**src/rtl/cmac3.sv**
```systemverilog
module cmac3 #(
  parameter int W  = 8,
  parameter int AW = 24
) (
  input  logic                 clk,
  input  logic                 rst,
  input  logic                 in_valid,
  input  logic                 clr,
  input  logic [W-1:0]         p_in,
  input  logic [W-1:0]         q_in,
  input  logic [W-1:0]         r_in,
  input  logic [W-1:0]         s_in,
  output logic                 out_valid,
  output logic signed [AW-1:0] acc_re,
  output logic signed [AW-1:0] acc_im
);
  localparam int PW = W + 1;
  localparam int MW = PW + W;

  function automatic logic signed [W-1:0] to_tc(input logic [W-1:0] x);
    logic signed [W-1:0] m;
    m = signed'({1'b0, x[W-2:0]});
    return x[W-1] ? -m : m;
  endfunction

  logic signed [W-1:0] sp, sq, sr, ss;
  assign sp = to_tc(p_in);
  assign sq = to_tc(q_in);
  assign sr = to_tc(r_in);
  assign ss = to_tc(s_in);

  // stage 1: pre-terms
  logic signed [PW-1:0] d_pq, d_rs, a_rs;
  logic signed [W-1:0]  p1, q1, s1;
  logic                 v1, c1;

  always_ff @(posedge clk) begin
    if (rst) begin
      v1 <= 1'b0;
      c1 <= 1'b0;
    end else begin
      v1 <= in_valid;
      c1 <= clr;
    end
    d_pq <= PW'(sp) - PW'(sq);
    d_rs <= PW'(sr) - PW'(ss);
    a_rs <= PW'(sr) + PW'(ss);
    p1   <= sp;
    q1   <= sq;
    s1   <= ss;
  end

  // stage 2: shared product and the two path products
  logic signed [MW-1:0] m_sh, m_re, m_im;
  logic                 v2, c2;

  always_ff @(posedge clk) begin
    if (rst) begin
      v2 <= 1'b0;
      c2 <= 1'b0;
    end else begin
      v2 <= v1;
      c2 <= c1;
    end
    m_sh <= MW'(d_pq) * MW'(s1);
    m_re <= MW'(d_rs) * MW'(p1);
    m_im <= MW'(q1)   * MW'(a_rs);
  end

  // stage 3: fused accumulate plus shared term
  logic signed [AW-1:0] base_re, base_im, nxt_re, nxt_im;
  assign base_re = c2 ? '0 : acc_re;
  assign base_im = c2 ? '0 : acc_im;
  assign nxt_re  = base_re + AW'(m_re) + AW'(m_sh);
  assign nxt_im  = base_im + AW'(m_im) + AW'(m_sh);

  always_ff @(posedge clk) begin
    if (rst) begin
      out_valid <= 1'b0;
      acc_re    <= '0;
      acc_im    <= '0;
    end else begin
      out_valid <= v2;
      if (v2) begin
        acc_re <= nxt_re;
        acc_im <= nxt_im;
      end else if (c2) begin
        acc_re <= '0;
        acc_im <= '0;
      end
    end
  end
endmodule

```
**config.mk**
```make
export PLATFORM = sky130hd
export DESIGN_NAME = cmac3
export DESIGN_NICKNAME = d
export VERILOG_FILES = /design/src/rtl/cmac3.sv
export SDC_FILE = /design/constraint.sdc
export NUM_CORES = 1
export LEC_CHECK = 0
export ABC_AREA = 0
export ABC_CLOCK_PERIOD_IN_PS = 4700
export BUFFER_PORTS_ARGS = -buffer_cell sky130_fd_sc_hd__buf_4
export CORE_UTILIZATION = 55
export DETAILED_ROUTE_END_ITERATION = 8
export HOLD_SLACK_MARGIN = 0.08
export PLACE_DENSITY = 0.75
export SLEW_MARGIN = 15
export SYNTH_ARGS = -nofsm -noshare
export SYNTH_HDL_FRONTEND = slang
export SYNTH_SLANG_ARGS = --single-unit
export TNS_END_PERCENT = 20
```
**constraint.sdc**
```tcl
create_clock -name clk -period 4.7 [get_ports clk]
set_clock_uncertainty 0.1 [all_clocks]
set_input_delay 0.47 -clock clk [delete_from_list [all_inputs] [get_ports clk]]
set_output_delay 0.47 -clock clk [all_outputs]
set_load 0.005 [all_outputs]
```
==> reports/metrics.yaml <==
routing:
  ant_nets: 0
  drc: 0
  drt-total-wl_microns: 37580
  firstDrtPassIters: 7
  post_drt_wl_per_cell_microns: 16.32
  num_vias: 12290
  viasPerCell: 5.341
  drt_iter0_drc: 643
critical_path:
  cp_max_fo: 9
  cp_data_required_time_ns: 4.97
  cp.arrival_ns: 4.72
  r2r_start: "q1[7]$_DFF_P_"
  rr_worst_depth: 14
  startpoint_type: "flop"
  rrSetupSlack_ns: 0.25
  crit_path_end_kind: "flop"
  critical_path_class: "flop to flop"
  rr_endpoint: "m_im[15]$_DFF_P_"
floorplan:
  die_x_microns: 177.2
  die_h_microns: 177.2
  row_count: 63
  start_util_pct: 56.39
  die-area_sq_um: 31420
  io_pins: 85
  core_sq_um: 29950
cells_and_area:
  antenna_cells: 0
  multiInputGateArea_sq_um: 12520
  fin_nets: 2336
  synthToLayoutAreaGrowth_pct: 9.815
  fillers: 2575
  final_layout_size_suffix_gt1_share_pct: 8.211
  area.sequential_sq_um: 3084
  fin_cells: 2302
grt:
  gr-total-overflow: 0
  grt_start_max_net_pins: 40
  grt_pass1_vias: 12580
  grtUsageTotal_pct: 25.23
  antenna_found_initial: 0
  grt_pass1_wl_microns: 62450
place:
  gp_congestion: 0.9306
  placed_cells: 2268
  port_buffers: 84
  hpwlAfterDp_microns: 31350
synthesis:
  avgSynthCellArea_sq_um: 9.281
  syn-num-nets: 2257
  synth_cell_types: 73
  synth_edf_count: 0
  ys_ff_latch: 154
  async_reset_ff_share_pct: 0
  syn_inst: 1820
  ys_seq_area_share_pct: 18.25
  synth_warnings: 0
  synth_ff_type: "dfxtp_1"
  synth_area_sq_um: 16890
timing:
  fmax_mhz: 224.6
  worst_pin_slew_ns: 0.9047
  fin_setup_tns_ns: 0
  rsz0062_at_grt: "yes"
  slew_viol_final: 0
  hold_viol_final: 0
  setup_viol: 0
  finalCriticalPeriod_ns: 4.453
  min_period_over_period_pct: 94.74
  relSlewSlack_pct: 39.31
cts:
  cts.sinks: 154
  clk_latency_ns: 0.44
  clkSlewWorstSetupHoldPaths_ns: 0.07
  post_cts_buffers: 0
  clockRootBuffer: "clkbuf_16"
  cts_buffer_depth: 2
  numCtsBuffers: 17
  htreeDepth: 4
  cts_tree: "built"
outcome:
  status: "complete, no violations"
job:
  max-cap-violations: 0
worst_hold_path:
  min_path_type: "input pin to flop"
  holdPathEnd: "s1[0]$_DFF_P_"
  hold_path.startpoint: "s_in[0]"
  hold_depth: 1
worst max-delay path, stage by stage, from the launching register on:
cell and delay (ns):
dfxtp_1 0.34, clkinv_1 0.27, fa_1 0.58, fa_1 0.53, inv_1 0.06, fa_1 0.53
inv_1 0.05, fa_1 0.47, inv_1 0.04, ha_1 0.31, nor2b_1 0.15, o41a_1 0.33
a41o_1 0.26, o211ai_1 0.22, xnor2_1 0.15
worst max path at each step:
stage / startpoint / cells after the start / end
2_1_floorplan: s1[2]$_DFF_P_ / 16 / m_sh[16]$_DFF_P_
3_3_place_gp: s1[7]$_DFF_P_ / 15 / m_sh[16]$_DFF_P_
6_report: q1[7]$_DFF_P_ / 14 / m_im[15]$_DFF_P_
5_1_grt: s1[7]$_DFF_P_ / 15 / m_sh[16]$_DFF_P_
3_5_place_dp: p1[2]$_DFF_P_ / 15 / m_re[16]$_DFF_P_
4_1_cts: p1[2]$_DFF_P_ / 15 / m_re[16]$_DFF_P_
Yosys cell counts, types with 4 or more instances:
| library cell | instances | area [sq um] |
|---|---|---|
| nor2b_1 | 62 | 387.9 |
| o31ai_1 | 11 | 82.58 |
| xnor2_1 | 99 | 867.1 |
| a22o_1 | 8 | 70.07 |
| a31oi_1 | 6 | 37.54 |
| o31a_1 | 4 | 35.03 |
| fa_1 | 234 | 4684 |
| nor3_1 | 20 | 100.1 |
| a21oi_1 | 75 | 375.4 |
| o21a_1 | 22 | 165.2 |
| o21bai_1 | 8 | 60.06 |
| nand3_1 | 19 | 95.09 |
| mux2i_1 | 15 | 150.1 |
| nor3b_1 | 4 | 30.03 |
| and3_1 | 9 | 56.30 |
| dfxtp_1 | 154 | 3083 |
| or2_2 | 6 | 37.54 |
| clkbuf_1 | 28 | 105.1 |
| nor2_1 | 85 | 319.1 |
| a211oi_1 | 21 | 157.7 |
| clkinv_1 | 4 | 15.01 |
| a21o_1 | 17 | 127.6 |
| inv_1 | 307 | 1152 |
| ha_1 | 167 | 2090 |
| nand2b_1 | 18 | 112.6 |
| xor2_1 | 17 | 148.9 |
| o21ai_0 | 47 | 235.2 |
| and2_1 | 130 | 813.3 |
| o211ai_1 | 12 | 90.09 |
| nand2_1 | 130 | 488.0 |
| or3_1 | 17 | 106.4 |
cell usage in the layout, fill, tap and decap left out, types with 18 or more instances in the layout:
master,netlist,final
buf_4,0,90
nor2_1,85,85
fa_1,234,234
a21oi_1,75,75
inv_1,307,307
xnor2_1,99,99
nand2_1,130,130
o21a_1,22,22
o21ai_0,47,47
nor3_1,20,20
nand3_1,19,19
a211oi_1,21,18
ha_1,167,167
dfxtp_1,154,153
nand2b_1,18,18
nor2b_1,62,62
and2_1,130,130
metrics by stage:
stage                     area [sq um]  setup WS (ns)  util (%)  hold slack (ns)
after floorplan                  16890         0.4474         -           0.3138
after global placement           17910         0.2847     59.81           0.3257
after detailed placement         17910         0.1618     59.81           0.3301
after CTS                        18520         0.1521     61.83          0.08215
after global routing             18550       -0.01727     61.93          0.08578
final                            18550         0.2471     61.93          0.09422
state kept, by name (all words and copies together) (netlist names):
name and count:
m_im 17, c2 1, v1 1, d_pq 9, out_valid 1, q1 8, d_rs 8, acc_re 24
p1 8, v2 1, acc_im 24, s1 8, m_sh 17, a_rs 9, m_re 17, c1 1
per-layer routing:
layer | global-route usage (%) | wire length, microns | vias to the layer above
met5 | 0 | 0 | -
met4 | 6.466 | 600 | 0
met3 | 2.771 | 1562 | 39
met2 | 43.16 | 17940 | 292
met1 | 33.87 | 17480 | 5972
li1 | - | - | 5991
timing repair:
item                                    in CTS  in global routing
gates resized for setup                      0                  6
endpoints found under the hold margin        2                  0
endpoints found under the setup margin       0                  4
hold buffers                                 2                  0
cell type report:
| class | count | area share, % |
|---|---|---|
| clock inverters | 14 | 0.8499 |
| inverters | 311 | 6.314 |
| flip-flops and latches | 154 | 16.63 |
| multi-input cells | 1323 | 67.51 |
| repair buffers | 92 | 3.750 |
| clock buffers | 18 | 2.314 |
| well taps | 390 | 2.631 |
cells by family after synthesis:
kind of cell / Yosys count / share of synthesized area [%]
simple gates: 515 / 15.78
fa+ha+maj: 401 / 40.10
buf+inv: 343 / 7.741
compound gates: 273 / 11.02
flops: 154 / 18.25
xor+xnor: 116 / 6.015
mux: 18 / 1.089
Power is not shown: default switching activity piles up to over one toggle a cycle in this logic, so the estimate is an artifact.
